$ cat src/rtl/pss_pkg.sv
package pss_pkg;

  localparam int NUM_PAIRS = 4;
  localparam int PAIR_W    = $clog2(NUM_PAIRS);
  localparam int PAIR_DE   = 1;
  localparam int PAIR_HL   = 2;

  typedef enum logic [2:0] {
    OP_PUSH  = 3'd0,
    OP_POP   = 3'd1,
    OP_XTOP  = 3'd2,
    OP_LDHL  = 3'd3,
    OP_STHL  = 3'd4,
    OP_XDE   = 3'd5,
    OP_HL2SP = 3'd6,
    OP_NONE  = 3'd7
  } opcode_e;

  // Strobes from control to datapath, one cycle each
  typedef struct packed {
    logic              ptrLoadOp;
    logic              ptrLoadSp;
    logic              ptrInc;
    logic              ptrDec;
    logic              spInc;
    logic              spDec;
    logic              spLoadHl;
    logic              addrFromSp;
    logic              memWe;
    logic              writeHi;
    logic              loadLo;
    logic              loadHi;
    logic              loadLoTmp;
    logic              tmpLoad;
    logic              swapDeHl;
    logic [PAIR_W-1:0] pair;
  } strobe_t;

endpackage

$ cat src/rtl/pss_ctrl.sv
module pss_ctrl
  import pss_pkg::*;
(
  input  logic              clk,
  input  logic              rst,
  input  logic              start,
  input  logic [2:0]        opCode,
  input  logic [PAIR_W-1:0] pairSel,
  output strobe_t           strb,
  output logic              done
);

  typedef enum logic [3:0] {
    S_IDLE, S_PUSH_HI, S_PUSH_LO, S_POP_LO, S_POP_HI, S_POP_FIN,
    S_XT_RD_LO, S_XT_RD_HI, S_XT_WR_HI, S_XT_WR_LO,
    S_LD_LO, S_LD_HI, S_LD_FIN, S_ST_LO, S_ST_HI, S_ONE
  } state_e;

  state_e            state, nextState;
  opcode_e           curOp, inOp;
  logic [PAIR_W-1:0] curPair;
  logic              busy;

  assign inOp = opcode_e'(opCode);
  assign busy = (state != S_IDLE);

  always_ff @(posedge clk) begin
    if (rst) begin
      state   <= S_IDLE;
      curOp   <= OP_NONE;
      curPair <= '0;
    end else begin
      state <= nextState;
      if (!busy && start) begin
        curOp <= inOp;
        if (inOp == OP_XTOP || inOp == OP_LDHL || inOp == OP_STHL)
          curPair <= PAIR_W'(PAIR_HL);
        else
          curPair <= pairSel;
      end
    end
  end

  always_comb begin
    strb      = '0;
    strb.pair = curPair;
    done      = 1'b0;
    nextState = state;
    unique case (state)
      S_IDLE: begin
        if (start) begin
          unique case (inOp)
            OP_PUSH: begin strb.spDec = 1'b1;     nextState = S_PUSH_HI;  end
            OP_POP:  begin                        nextState = S_POP_LO;   end
            OP_XTOP: begin strb.ptrLoadSp = 1'b1; nextState = S_XT_RD_LO; end
            OP_LDHL: begin strb.ptrLoadOp = 1'b1; nextState = S_LD_LO;    end
            OP_STHL: begin strb.ptrLoadOp = 1'b1; nextState = S_ST_LO;    end
            default: nextState = S_ONE;
          endcase
        end
      end
      S_PUSH_HI: begin
        strb.addrFromSp = 1'b1; strb.memWe = 1'b1; strb.writeHi = 1'b1;
        strb.spDec = 1'b1; nextState = S_PUSH_LO;
      end
      S_PUSH_LO: begin
        strb.addrFromSp = 1'b1; strb.memWe = 1'b1; done = 1'b1;
        nextState = S_IDLE;
      end
      S_POP_LO: begin
        strb.addrFromSp = 1'b1; strb.spInc = 1'b1; nextState = S_POP_HI;
      end
      S_POP_HI: begin
        strb.addrFromSp = 1'b1; strb.spInc = 1'b1; strb.loadLo = 1'b1;
        nextState = S_POP_FIN;
      end
      S_POP_FIN: begin
        strb.loadHi = 1'b1; done = 1'b1; nextState = S_IDLE;
      end
      S_XT_RD_LO: begin strb.ptrInc = 1'b1; nextState = S_XT_RD_HI; end
      S_XT_RD_HI: begin strb.tmpLoad = 1'b1; nextState = S_XT_WR_HI; end
      S_XT_WR_HI: begin
        strb.memWe = 1'b1; strb.writeHi = 1'b1; strb.loadHi = 1'b1;
        strb.ptrDec = 1'b1; nextState = S_XT_WR_LO;
      end
      S_XT_WR_LO: begin
        strb.memWe = 1'b1; strb.loadLoTmp = 1'b1; done = 1'b1;
        nextState = S_IDLE;
      end
      S_LD_LO:  begin strb.ptrInc = 1'b1; nextState = S_LD_HI; end
      S_LD_HI:  begin strb.loadLo = 1'b1; nextState = S_LD_FIN; end
      S_LD_FIN: begin strb.loadHi = 1'b1; done = 1'b1; nextState = S_IDLE; end
      S_ST_LO:  begin strb.memWe = 1'b1; strb.ptrInc = 1'b1; nextState = S_ST_HI; end
      S_ST_HI: begin
        strb.memWe = 1'b1; strb.writeHi = 1'b1; done = 1'b1;
        nextState = S_IDLE;
      end
      S_ONE: begin
        strb.swapDeHl = (curOp == OP_XDE);
        strb.spLoadHl = (curOp == OP_HL2SP);
        done = 1'b1;
        nextState = S_IDLE;
      end
      default: nextState = S_IDLE;
    endcase
  end

  AST_DONE_PULSE: assert property (@(posedge clk) disable iff (rst)
    done |=> !done);

  AST_START_ACCEPT: assert property (@(posedge clk) disable iff (rst)
    (!busy && start) |=> busy);

  AST_START_IGNORED: assert property (@(posedge clk) disable iff (rst)
    (busy && start) |=> ($stable(curOp) && $stable(curPair)));

endmodule

$ cat src/rtl/pss_dpath.sv
module pss_dpath
  import pss_pkg::*;
#(
  parameter int DATA_W = 8
) (
  input  logic                  clk,
  input  logic                  rst,
  input  strobe_t               strb,
  input  logic [2*DATA_W-1:0]   addrOp,
  input  logic [DATA_W-1:0]     memRdata,
  output logic [2*DATA_W-1:0]   memAddr,
  output logic [DATA_W-1:0]     memWdata,
  output logic                  memWe
);

  localparam int ADDR_W = 2 * DATA_W;

  logic [DATA_W-1:0] hiBus [NUM_PAIRS];
  logic [DATA_W-1:0] loBus [NUM_PAIRS];
  logic [ADDR_W-1:0] sp, ptr;
  logic [DATA_W-1:0] tmp;

  for (genvar g = 0; g < NUM_PAIRS; g++) begin : g_pair
    localparam int PARTNER = PAIR_DE + PAIR_HL - g;
    localparam bit SWAPS   = (g == PAIR_DE) || (g == PAIR_HL);
    logic [DATA_W-1:0] hiQ, loQ;
    logic              sel;
    assign sel      = (strb.pair == PAIR_W'(g));
    assign hiBus[g] = hiQ;
    assign loBus[g] = loQ;
    always_ff @(posedge clk) begin
      if (rst) begin
        hiQ <= '0;
        loQ <= '0;
      end else begin
        if (SWAPS && strb.swapDeHl) begin
          hiQ <= hiBus[PARTNER];
          loQ <= loBus[PARTNER];
        end
        if (sel && strb.loadHi)    hiQ <= memRdata;
        if (sel && strb.loadLo)    loQ <= memRdata;
        if (sel && strb.loadLoTmp) loQ <= tmp;
      end
    end
  end

  always_ff @(posedge clk) begin
    if (rst) begin
      sp  <= '0;
      ptr <= '0;
      tmp <= '0;
    end else begin
      if (strb.spDec)         sp <= sp - 1'b1;
      else if (strb.spInc)    sp <= sp + 1'b1;
      else if (strb.spLoadHl) sp <= {hiBus[PAIR_HL], loBus[PAIR_HL]};
      if (strb.ptrLoadOp)      ptr <= addrOp;
      else if (strb.ptrLoadSp) ptr <= sp;
      else if (strb.ptrInc)    ptr <= ptr + 1'b1;
      else if (strb.ptrDec)    ptr <= ptr - 1'b1;
      if (strb.tmpLoad) tmp <= memRdata;
    end
  end

  assign memAddr  = strb.addrFromSp ? sp : ptr;
  assign memWdata = strb.writeHi ? hiBus[strb.pair] : loBus[strb.pair];
  assign memWe    = strb.memWe;

  AST_SP_WRAP: assert property (@(posedge clk) disable iff (rst)
    (strb.spDec && sp == '0) |=> (sp == '1));

  AST_SP_WRAP_UP: assert property (@(posedge clk) disable iff (rst)
    (strb.spInc && !strb.spDec && sp == '1) |=> (sp == '0));

endmodule

$ cat src/rtl/pair_stack_seq.sv
module pair_stack_seq
  import pss_pkg::*;
#(
  parameter int DATA_W = 8,
  localparam int ADDR_W = 2 * DATA_W
) (
  input  logic              clk,
  input  logic              rst,
  input  logic              start,
  input  logic [2:0]        opCode,
  input  logic [PAIR_W-1:0] pairSel,
  input  logic [ADDR_W-1:0] addrOp,
  output logic [ADDR_W-1:0] memAddr,
  output logic [DATA_W-1:0] memWdata,
  output logic              memWe,
  input  logic [DATA_W-1:0] memRdata,
  output logic              done
);

  strobe_t strb;

  pss_ctrl u_ctrl (
    .clk     (clk),
    .rst     (rst),
    .start   (start),
    .opCode  (opCode),
    .pairSel (pairSel),
    .strb    (strb),
    .done    (done)
  );

  pss_dpath #(.DATA_W(DATA_W)) u_dpath (
    .clk      (clk),
    .rst      (rst),
    .strb     (strb),
    .addrOp   (addrOp),
    .memRdata (memRdata),
    .memAddr  (memAddr),
    .memWdata (memWdata),
    .memWe    (memWe)
  );

endmodule

$ cat config.mk
export PLATFORM = sky130hd
export DESIGN_NAME = pair_stack_seq
export DESIGN_NICKNAME = d
export VERILOG_FILES = /design/src/rtl/pss_pkg.sv /design/src/rtl/pss_ctrl.sv /design/src/rtl/pss_dpath.sv /design/src/rtl/pair_stack_seq.sv
export SDC_FILE = /design/constraint.sdc
export NUM_CORES = 1
export LEC_CHECK = 0
export BUFFER_PORTS_ARGS = -buffer_cell sky130_fd_sc_hd__buf_2
export CORE_AREA = 4 4 201 105
export CTS_CLUSTER_DIAMETER = 120
export DETAILED_ROUTE_END_ITERATION = 8
export DIE_AREA = 0 0 205 109
export SLEW_MARGIN = 20
export SYNTH_ARGS = -nofsm -noshare
export SYNTH_HDL_FRONTEND = slang
export SYNTH_HIERARCHICAL = 1
export SYNTH_SLANG_ARGS = --single-unit
export TNS_END_PERCENT = 50
$ cat constraint.sdc
create_clock -name clk -period 6.4 [get_ports clk]
set_clock_uncertainty 0.15 [all_clocks]
set_input_delay 0.32 -clock clk [delete_from_list [all_inputs] [get_ports clk]]
set_output_delay 0.32 -clock clk [all_outputs]
set_load 0.005 [all_outputs]
; Word-level counts from Yosys, hierarchy flattened
; Index checks and enable logic that the tools add are counted.
[word_totals]
reg_bits = 113
wordCells = 135
out_inout_bits = 26
inputBits = 32
[classes]
add_sub_neg = 4
n_eq_ne = 25
n_reduce_logical = 37
n_mux = 53
n_bitwise = 1
order_cmp = 1
[ops]
columns = op, n
row1 = $mux 8, 19
row2 = $mux 16, 8
row3 = $pmux 4 s11, 1
row4 = $add 16x1->16 const B, 2
row5 = $bmux 8 s2, 2
row6 = $eq 4x4->1 const B, 8
row7 = $sub 16x1->16 const B, 2
row8 = $pmux 4 s5, 1
row9 = $mux 1, 17
row10 = $eq 4x3->1 const B, 4
row11 = $logic_and 1x1->1, 13
row12 = $reduce_or 6->1, 2
row13 = $eq 3x3->1 const B, 3
row14 = $reduce_bool 3->1, 3
row15 = $reduce_or 3->1, 3
row16 = $eq 4x2->1 const B, 2
row17 = $reduce_bool 2->1, 4
row18 = $reduce_bool 4->1, 2
row19 = $eq 3x2->1 const B, 2
row20 = $mux 2, 3
row21 = $reduce_or 2->1, 3
row22 = $eq 2x2->1 const B, 2
row23 = $eq 4x1->1 const B, 1
row24 = $logic_not 4->1, 1
row25 = 12 further kinds, 13

; Logic depth before layout (Yosys ltp)
; Gate-level depths: netlist of run 1.
[logic_depth]
ltp_word = 7
mapped_depth = 12
ltp_nobuf = 11

; Cells and area by module
; The synthesis of run 1 kept the hierarchy.
[by_module_without_submodules]
columns = mod, seq_area_each_um2, instances, area_per_inst_um2, cells_each
row1 = pss_dpath, 2082.0, 1, 6926.6, 818
row2 = pss_ctrl, 180.2, 1, 735.7, 98

; Worst setup path after synthesis of run 1
; OpenSTA, ideal clock, no wires.
[synth_timing]
path_kind = register to register
start = register u_ctrl.state[1]
end = register u_dpath.ptr[11]
required_ns = 6.126
setup_time_ns = 0.124
period_less_slack_ns = 3.227
arrival_time_ns = 2.953
path_stages_with_launch = 12
slack_ns = 3.173
n_path_buf = 1
path_cell_list = dfxtp_1 buf_2 nand2b_1 o2bb2ai_1 inv_1 ha_1 a211oi_2 o21ai_0 o211a_1 or4_1 nand3_1 a31oi_1
[synth_lines]
columns = element, line
row1 = start: declaration, pss_ctrl.sv:19  ; state_e state, nextState;
row2 = start signal: assignment, pss_ctrl.sv:33  ; state <= nextState;
row3 = end signal: assignment, pss_dpath.sv:56  ; if (strb.ptrLoadOp) ptr <= addrOp;
row4 = end signal: assignment, pss_dpath.sv:57  ; else if (strb.ptrLoadSp) ptr <= sp;
row5 = end signal: assignment, pss_dpath.sv:58  ; else if (strb.ptrInc) ptr <= ptr + 1'b1;
row6 = end: declaration, pss_dpath.sv:20  ; logic [ADDR_W-1:0] sp, ptr;

==> results by group, run 1 <==
Clock network
  • Clk Latency, worst-skew pair: 0.41 ns
  • CTS sink cnt: ~110
  • H-tree levels: 4
  • Clock slew at reported path FFs: 0.06 ns
  • Hold_buf cts: 0
  • Clock Tree Root: clkbuf_16
  • Post-CTS Setup Bufs: 0
  • Cts bufs inserted: 17
  • Clock buffer depth: 2
  • Cts repair resizes: 0
  • TritonCTS clock tree: done

Layout
  • Layout cells sized above 1: 0.193
  • Final Net Count: 982
  • Fin cells: ~1200
  • ANT cells: 0
  • Finished Core Util: 0.450
  • Area Growth Syn to Fin: 12.9%
  • Fillers: 1897

Pwr
  • Leak: between 3 and 4 nW
  • Pwr per Cell Area: 380 nW/um2
  • Peak supply drop: 0.172 mV

STA
  • Relative slew slack: 0.394
  • Final Setup Violations: 0
  • WHS: 0.0161 ns
  • RSZ-0062 raised after global routing: false
  • Tightest Pin Transition: around 0.91 ns
  • Min Tclk post-route: about 4.1 ns
  • Setup TNS: 0 ns
  • Hold Violations, Final: 0
  • Max Freq: 242 MHz
  • Fin crit share: 0.646
  • Final Max Tran Viols: 0
  • Final setup margin: about 2.3 ns

Detailed routing
  • Met1 wire length: between 10000 and 15000 um
  • ANT nets after route: 0
  • Via count: slightly below 7000
  • Vias per std cell: 5.72
  • Uppermost routed layer: met4
  • Met3 WL: ~1200 um
  • DR pass1 iterations: 5
  • WL per Instance: 18.8 um
  • Met2 WL post-DR: around 9800 um
  • Drt initial violations: 600
  • Final WL: 22700 um
  • Residual DRC count: 0

Critical path
  • Ordered list of cells on the worst path: nand2b_1 -> o2bb2ai_1 -> inv_1 -> ha_1 -> o21ai_0 -> o21a_1 -> nor3b_1 -> nor4_1 -> o21bai_1 -> mux2i_1
  • Worst-path fanout max: 19
  • Critical path's slowest cell: dfxtp_1
  • CP Launch Type: flip-flop
  • Worst EP arrival: between 4 and 5 ns
  • WS Path Type: flip-flop to flip-flop
  • Critical Path Max Stage Delay: 0.71 ns
  • Crit. End Element: flip-flop
  • Required time worst endpoint: 6.60 ns

Global routing
  • Largest net degree at the start of global routing: 60
  • First-pass GRT wire length: 36300 um
  • Remaining global-route overflow: 0
  • GRT Overall Usage: 0.204
  • Initial antenna violation count: 0
  • Vias in the first global route: 6697

Logic synthesis
  • Post-synth top flop: dfxtp_1
  • Commonest cells post-synth: 133 x nor2_1, 113 x dfxtp_1, 97 x a21oi_1
  • Cell variety after synth: 83
  • Asr flop ratio synth: 0
  • Syn Std Cell Area: 7660 um2
  • Synth top area share: 0.295
  • Syn_nets: 965
  • EDFF count, synth: 0
  • Post-synth top area cell: dfxtp_1
  • Most common cell in the netlist: nor2_1
  • Mapped Cells: 916
  • Register area share after synthesis: 0.295
  • Post-synthesis register bit count: 113
  • Top cells by area, synth: dfxtp_1 30%, mux2i_1 8.5%, nor2_1 6.5%, a21oi_1 6.3%, mux4_2 4.7%
  • Synthesized area per cell: 8.37 um2
  • Ys Warns: 6

Floorplan
  • # IOs: 58
  • Core Box Area: 19200 um2
  • Die area: 22300 um2
  • Initial Util: 0.398
  • Die height: ~110 um
  • Die width: a little over 200 um
  • Std-Cell Rows: 36

Placed design
  • Port Buffers: between 50 and 60
  • GPL Wtd Cong: 0.861
  • Final HPWL DP: 15500 um
  • Placement Setup Slack: 2.36 ns
  • Placed insts: ~1200

Outcome
  • Status: completed

Job
  • Max-cap violations: 0

Worst hold path
  • Worst min-delay path class: primary input to flip-flop
## state kept, by name, indices dropped and copies added (netlist names)
register / count
u_ctrl/curOp: 3
u_ctrl/curPair: 2
u_ctrl/state: 4
u_dpath/g_pair.hiQ: 32
u_dpath/g_pair.loQ: 32
u_dpath/ptr: 16
u_dpath/sp: 16
u_dpath/tmp: 8
## per-layer routing
layer	up-vias	GRT usage
met3	21	0.0360
met1	3329	0.293
met5	-	0
met4	0	0.0621
met2	194	0.314
li1	3383	-
## cells by family (layout without fill, tap and decap cells)
kind of cell,after synthesis,count (layout),synth area share
compound gates,246,246,0.206
xor+xnor,21,21,0.0240
fa+ha+maj,17,17,0.0287
buf+inv,96,126,0.0663
flops,113,113,0.295
mux,107,107,0.170
simple gates,316,316,0.210
## stage by stage
step	area, um2	power, mW
after floorplan	7660	1.95
after global placement	8010	2.23
after detailed placement	8010	2.24
after CTS	8640	3.29
after global routing	8650	3.48
final	8650	3.29
## final timing paths
path	slack [ns]	depth (start not counted)	to	start
max	2.26	10	u_dpath/ptr[15]	u_ctrl/state[3]
min reg2reg	0.33	2	u_dpath/ptr[2]	u_dpath/ptr[2]
max reg2reg	2.26	10	u_dpath/ptr[15]	u_ctrl/state[3]
min	0.02	3	u_dpath/ptr[6]	addrOp[6]
## cell type report
| cell class | instances | area (um2) | area share |
|---|---|---|---|
| multi-input cells | 707 | 4940 | 0.571 |
| repair buffers | 72 | 400 | 0.0463 |
| clock buffers | 18 | 429 | 0.0496 |
| well taps | 266 | 333 | 0.0385 |
| clock inverters | 14 | 205 | 0.0237 |
| inverters | 22 | 82.6 | 0.00955 |
| flip-flops and latches | 113 | 2260 | 0.261 |
## cells in the final DEF, fill, tap and decap left out, types with 4 or more instances in the layout
cell type / n
a31oi_1: 7
nand2b_1: 16
nor3b_2: 5
mux2i_1: 65
nand3_1: 13
nor3_1: 24
and3_1: 5
nor4_1: 4
nand4_1: 8
mux2_2: 26
nand2_1: 51
clkinv_4: 5
dfxtp_1: 113
o21ai_0: 32
nor3b_1: 4
buf_2: 56
clkbuf_16: 17
a221oi_1: 4
or3_1: 4
nand3b_1: 6
o211ai_1: 5
a21o_1: 7
buf_4: 16
ha_1: 16
bufinv_16: 4
a21oi_1: 95
a211oi_1: 43
xnor2_1: 15
xor2_1: 6
o21bai_1: 8
a2111oi_0: 4
nor2_2: 4
nor2_1: 132
nor2b_1: 8
or2_2: 6
inv_1: 22
mux4_2: 16
## power breakdown
group | switching, mW | internal (mW) | total, mW
combinational | 0.727 | 0.566 | 1.29
sequential | 0.165 | 0.795 | 0.959
clock | 0.378 | 0.658 | 1.04
total | 1.27 | 2.02 | 3.29
## worst max-delay path, delay by kind of cell (launching register included)
kind	cells	cell delay [ns]
adder cells (fa/ha/maj)	1	0.48
flip-flops	1	0.71
AND/OR/NAND/NOR	3	0.91
buffers and inverters	1	0.46
multiplexers	1	0.20
AO/OA/AOI/OAI	4	1.15
Power figures use the tool's default switching activity.
==> inputs of run 2 (changes only) <==
clock period = 3.8 ns   (was 6.4 ns; I/O delays follow)
==> run 2 against run 1 <==
Compared with the run above: core utilization up 1.6 points; setup slack worse by 1.9 ns; clock-buffer cell count up 2; power up 70%; via count up 1.8%; first-iteration DRC count up 8.2%; wire length up 2.4%; sequential power up 67%; combinational power up 74%; worst hold slack better by 0.027 ns; sequential share of layout area down 0.91 points; sequential cell count unchanged; critical endpoint is now u_dpath/ptr[12]; largest power group unchanged; highest routed layer unchanged.
==> results by group, run 2 (synthesized netlist as in run 1, its figures left out) <==
Detailed routing
  • Met2 WL post-DR: about 10000 um
  • Drt initial violations: 649
  • Met3 WL: about 1100 um
  • Met1 wire length: 11500 um
  • Final WL: around 23000 um
  • WL per Instance: between 15 and 20 um
  • DR pass1 iterations: 5
  • Uppermost routed layer: met4
  • Via count: 7053
  • Vias per std cell: 5.66
  • Residual DRC count: 0
  • ANT nets after route: 0

Layout
  • Most frequent cells in the layout: 132 x nor2_1, 113 x dfxtp_1, 95 x a21oi_1, 65 x mux2i_1, 56 x buf_2
  • ANT cells: 0
  • Fillers: 1888
  • Commonest non-fill, non-tap cell in the layout: nor2_1
  • Layout cells sized above 1: 0.198
  • Top Registers: u_dpath/g_pair.hiQ: 32 flops, u_dpath/g_pair.loQ: 32 flops
  • Area Growth Syn to Fin: 16.9%
  • Fin cells: 1247
  • Final Net Count: 1017

Floorplan
  • Std-Cell Rows: 36
  • Die area: 22300 um2
  • Die height: 109 um
  • Initial Util: 0.398
  • Die width: 205 um
  • # IOs: 58
  • Core Box Area: 19200 um2

Pwr
  • Leak: 3.38 nW
  • Pwr per Cell Area: 622 nW/um2
  • Peak supply drop: 0.340 mV

Global routing
  • Initial antenna violation count: 0
  • Largest net degree at the start of global routing: 58
  • Remaining global-route overflow: 0
  • First-pass GRT wire length: around 37000 um
  • GRT Overall Usage: 0.210
  • Vias in the first global route: ~6700

STA
  • RSZ-0062 raised after global routing: false
  • Final Setup Violations: 0
  • Fin crit share: 0.912
  • Final Max Tran Viols: 0
  • Min Tclk post-route: 3.47 ns
  • Tightest Pin Transition: 0.765 ns
  • Hold Violations, Final: 0
  • Relative slew slack: 0.489
  • Max Freq: approximately 290 MHz
  • Setup TNS: 0 ns

Job
  • Max-cap violations: 0

Critical path
  • FF-to-FF setup slack: 0.33 ns
  • Worst reg2reg path depth: 11
  • R2r endpoint: u_dpath/ptr[12]
  • Required time worst endpoint: 4.01 ns
  • WS Path Type: flip-flop to flip-flop
  • RR Startpoint: u_ctrl/state[0]
  • Critical Path Sink: u_dpath/ptr[12]
  • Worst-path fanout max: 15
  • CP Launch Type: flip-flop
  • Crit. End Element: flip-flop
  • Worst EP arrival: around 3.7 ns
  • Worst setup path start: u_ctrl/state[0]

Clock network
  • Clock Tree Root: clkbuf_16
  • TritonCTS clock tree: done
  • Clock buffer depth: 2
  • Clk Latency, worst-skew pair: around 0.42 ns
  • Cts bufs inserted: 17
  • CTS sink cnt: 113
  • Clock slew at reported path FFs: 0.06 ns
  • H-tree levels: 4
  • Cts repair resizes: 0

Placed design
  • Port Buffers: 57
  • Final HPWL DP: about 16000 um
  • GPL Wtd Cong: 0.919
  • Placed insts: around 1200

Worst hold path
  • Worst min-delay path class: primary input to flip-flop
  • Hold Crit Depth: 5

Outcome
  • Status: completed
[run 2: cell count changes in the layout (fill, tap and decap cells not counted)]
cell,delta
buf_4,+12
clkbuf_1,+1
clkbuf_8,+1
clkinv_2,+1
dlygate4sd3_1,+23
inv_6,-3
nor3_2,+1
nor3_4,-1
[run 2: what timing repair did]
action / in CTS / in global routing
endpoints found under the hold margin: 54 / 0
buffers inserted: 0 / 0
hold buffers: 23 / 0
[run 2: worst max-delay path, stage by stage (launching register included)]
cell	delay [ns]
dfxtp_1	0.60
and3b_1	0.25
o21bai_1	0.14
o2bb2ai_1	0.18
inv_1	0.26
ha_1	0.40
and2b_1	0.20
o2111ai_1	0.30
a21boi_0	0.25
nor3_1	0.22
mux2_2	0.36
nor2_1	0.09
[run 2: report_power, final]
part	internal (mW)	switching, mW
logic	0.984	1.25
registers	1.34	0.266
clock network	1.12	0.616
total	3.44	2.13
[run 2: through the flow]
step	power [mW]	cell area [um2]	utilization	worst slack, ns	hold WS (ns)
2_1_floorplan	3.28	7660	-	0.573	0.109
3_3_place_gp	3.78	8100	0.421	0.507	0.293
3_5_place_dp	3.81	8100	0.421	0.355	0.299
4_1_cts	5.58	8960	0.466	0.352	0.0335
5_1_grt	5.92	8960	0.466	0.103	0.0744
6_report	5.58	8960	0.466	0.334	0.0428
[run 2: cell type report]
type | instances | area [um2] | share of cell area
Clock inverter | 12 | 184 | 0.0205
Tap cell | 266 | 333 | 0.0371
Timing Repair Buffer | 107 | 721 | 0.0804
Sequential cell | 113 | 2260 | 0.252
Clock buffer | 20 | 447 | 0.0498
Multi-Input combinational cell | 707 | 4930 | 0.550
Inverter | 22 | 82.6 | 0.00922
[run 2: how the worst min path moves through the flow]
| stage | from | end | slack, ns |
|---|---|---|---|
| 4_1_cts | addrOp[8] | u_dpath/ptr[8] | 0.03 |
| 3_5_place_dp | addrOp[0] | u_dpath/ptr[0] | 0.30 |
| 6_report | addrOp[8] | u_dpath/ptr[8] | 0.04 |
| 3_3_place_gp | addrOp[0] | u_dpath/ptr[0] | 0.29 |
| 2_1_floorplan | rst | u_ctrl/state[1] | 0.11 |
| 5_1_grt | opCode[2] | u_ctrl/curOp[2] | 0.07 |
[run 2: routing by layer]
layer,up-vias,track usage
met2,182,0.331
met3,24,0.0404
met1,3396,0.298
met4,0,0.0544
met5,-,0
li1,3451,-
==> inputs of run 3 (changes only) <==
BUFFER_PORTS_ARGS = -buffer_cell sky130_fd_sc_hd__buf_4   (was -buffer_cell sky130_fd_sc_hd__buf_2)
==> run 3 against run 2 <==
Compared with the run above: global-route usage is 0.32 points higher; setup slack better by 0.061 ns; sequential share of layout area is 0.47 points lower; combinational power is 2% higher; final area is 1.9% higher; final cell count is 0.32% higher; sequential cell count stayed put; first-iteration DRC count is 7.9% higher; sequential power hardly changed; critical path type unchanged; largest cell class unchanged.
==> results by group, run 3 (synthesized netlist as in run 1, its figures left out) <==
Critical path
  • Worst-path fanout max: 15
  • WP buf/inv: 2
  • Worst EP arrival: about 3.6 ns
  • CP Launch Type: flip-flop
  • Critical path's slowest cell: dfxtp_1
  • Ordered list of cells on the worst path: and3b_1 -> o21bai_1 -> o2bb2ai_1 -> inv_1 -> buf_4 -> ha_1 -> nand3_1 -> nor2_1 -> nor3b_1 -> nor4_1 -> o21bai_1 -> mux2i_1
  • WS Path Type: flip-flop to flip-flop
  • FF-to-FF setup slack: 0.39 ns
  • Required time worst endpoint: ~4.0 ns
  • Family with the most delay on the worst path: simple AND/OR/NAND/NOR gates
  • Crit. End Element: flip-flop
  • Critical Path Max Stage Delay: 0.61 ns
  • Most frequent CP cell: o21bai_1

Layout
  • Commonest non-fill, non-tap cell in the layout: nor2_1
  • Final Cell Area: about 9000 um2
  • Final Net Count: around 1000
  • ANT cells: 0
  • Most frequent cells in the layout: 132 x nor2_1, 113 x dfxtp_1, 95 x a21oi_1, 87 x buf_4, 65 x mux2i_1
  • Fillers: 1899
  • Layout cells sized above 1: 0.200
  • Area Growth Syn to Fin: 19.2%
  • Top Registers: u_dpath/g_pair.hiQ: 32 flops, u_dpath/g_pair.loQ: 32 flops

Detailed routing
  • DR pass1 iterations: 7
  • ANT nets after route: 0
  • WL per Instance: 18.6 um
  • Vias per std cell: 5.65
  • Drt initial violations: 700
  • Final WL: 23300 um
  • Via count: 7070
  • Residual DRC count: 0

STA
  • Tightest Pin Transition: around 0.83 ns
  • Setup TNS: 0 ns
  • Hold Violations, Final: 0
  • Fin crit share: 0.896
  • Final Setup Violations: 0
  • RSZ-0062 raised after global routing: false
  • Max Freq: 294 MHz
  • Final Max Tran Viols: 0
  • Min Tclk post-route: 3.41 ns
  • Relative slew slack: 0.444

Worst hold path
  • Worst min-delay path class: primary input to flip-flop

Outcome
  • Status: completed

Placed design
  • Final HPWL DP: 16100 um
  • Port Buffers: 57
  • Area post-placement: 8260 um2
  • GPL Wtd Cong: around 0.92

Floorplan
  • Initial Util: 0.398
  • Die height: ~110 um
  • Die width: roughly 210 um
  • Die area: 22300 um2
  • # IOs: 58
  • Core Box Area: 19200 um2
  • Std-Cell Rows: 36

Clock network
  • Clock slew at reported path FFs: ~0.060 ns
  • Hold_buf cts: 24
  • TritonCTS clock tree: done
  • Cts bufs inserted: 17
  • Clk Latency, worst-skew pair: 0.42 ns
  • Clock buffer depth: 2
  • CTS sink cnt: 113
  • Post-CTS Setup Bufs: 0
  • Cts repair resizes: 0
  • Clock Tree Root: clkbuf_16
  • H-tree levels: 4

Pwr
  • Peak supply drop: 0.355 mV
  • Pwr per Cell Area: 619 nW/um2
  • Leak: 3.42 nW

Global routing
  • First-pass GRT wire length: 37500 um
  • Largest net degree at the start of global routing: 46
  • Initial antenna violation count: 0
  • Remaining global-route overflow: 0
  • GRT Overall Usage: 0.213
  • Vias in the first global route: 6704

Job
  • Max-cap violations: 0
==> run 3: changes by cell type in the layout (fill, tap and decap cells not counted), sizes merged <==
cell	delta
buf	+3
clkinv	-4
clkinvlp	+2
dlygate4sd3	+1
inv	+2
==> run 3: power by group <==
| part | total, mW | internal (mW) | switching (mW) |
|---|---|---|---|
| Combinational | 2.29 | 1.04 | 1.25 |
| Sequential | 1.62 | 1.34 | 0.284 |
| Clock | 1.74 | 1.12 | 0.618 |
| Total | 5.65 | 3.50 | 2.15 |
==> run 3: final cells by class <==
| cell class | instances | area [um2] | share of cell area |
|---|---|---|---|
| Sequential cell | 113 | 2260 | 0.248 |
| Multi-Input combinational cell | 707 | 4930 | 0.540 |
| Timing Repair Buffer | 111 | 893 | 0.0978 |
| Inverter | 22 | 82.6 | 0.00904 |
| Clock inverter | 12 | 181 | 0.0199 |
| Clock buffer | 20 | 447 | 0.0489 |
| Tap cell | 266 | 333 | 0.0364 |
==> run 3: routing by layer <==
layer / up-vias / global-route usage / part of all wire
li1: 3462 / - / -
met1: 3424 / 0.307 / 0.50
met2: 159 / 0.331 / 0.44
met3: 25 / 0.0330 / 0.042
met4: 0 / 0.0654 / 0.015
met5: - / 0 / 0
==> run 3: per-stage QoR <==
step            util  std cells  worst slack (ns)  power [mW]  hold WS [ns]
3_5_place_dp   0.430       1195             0.465        3.87         0.281
4_1_cts        0.475       1251             0.416        5.65        0.0329
6_report       0.475       1251             0.395        5.65        0.0480
2_1_floorplan      -        916             0.573        3.28         0.109
3_3_place_gp   0.430       1195             0.531        3.85         0.284
5_1_grt        0.475       1251            0.0701        5.98        0.0914
==> run 3: worst paths after layout <==
kind / start / depth (start not counted) / endpoint
max reg2reg: u_ctrl/state[0] / 12 / u_dpath/ptr[15]
min reg2reg: u_dpath/ptr[3] / 2 / u_dpath/ptr[3]
max: u_ctrl/state[0] / 12 / u_dpath/ptr[15]
min: addrOp[13] / 5 / u_dpath/ptr[13]
==> run 3: worst reg2reg max path, stage by stage, from the launching register on <==
cell	delay (ns)
dfxtp_1	0.61
and3b_1	0.24
o21bai_1	0.13
o2bb2ai_1	0.17
inv_1	0.24
buf_4	0.24
ha_1	0.34
nand3_1	0.12
nor2_1	0.13
nor3b_1	0.45
nor4_1	0.11
o21bai_1	0.19
mux2i_1	0.20
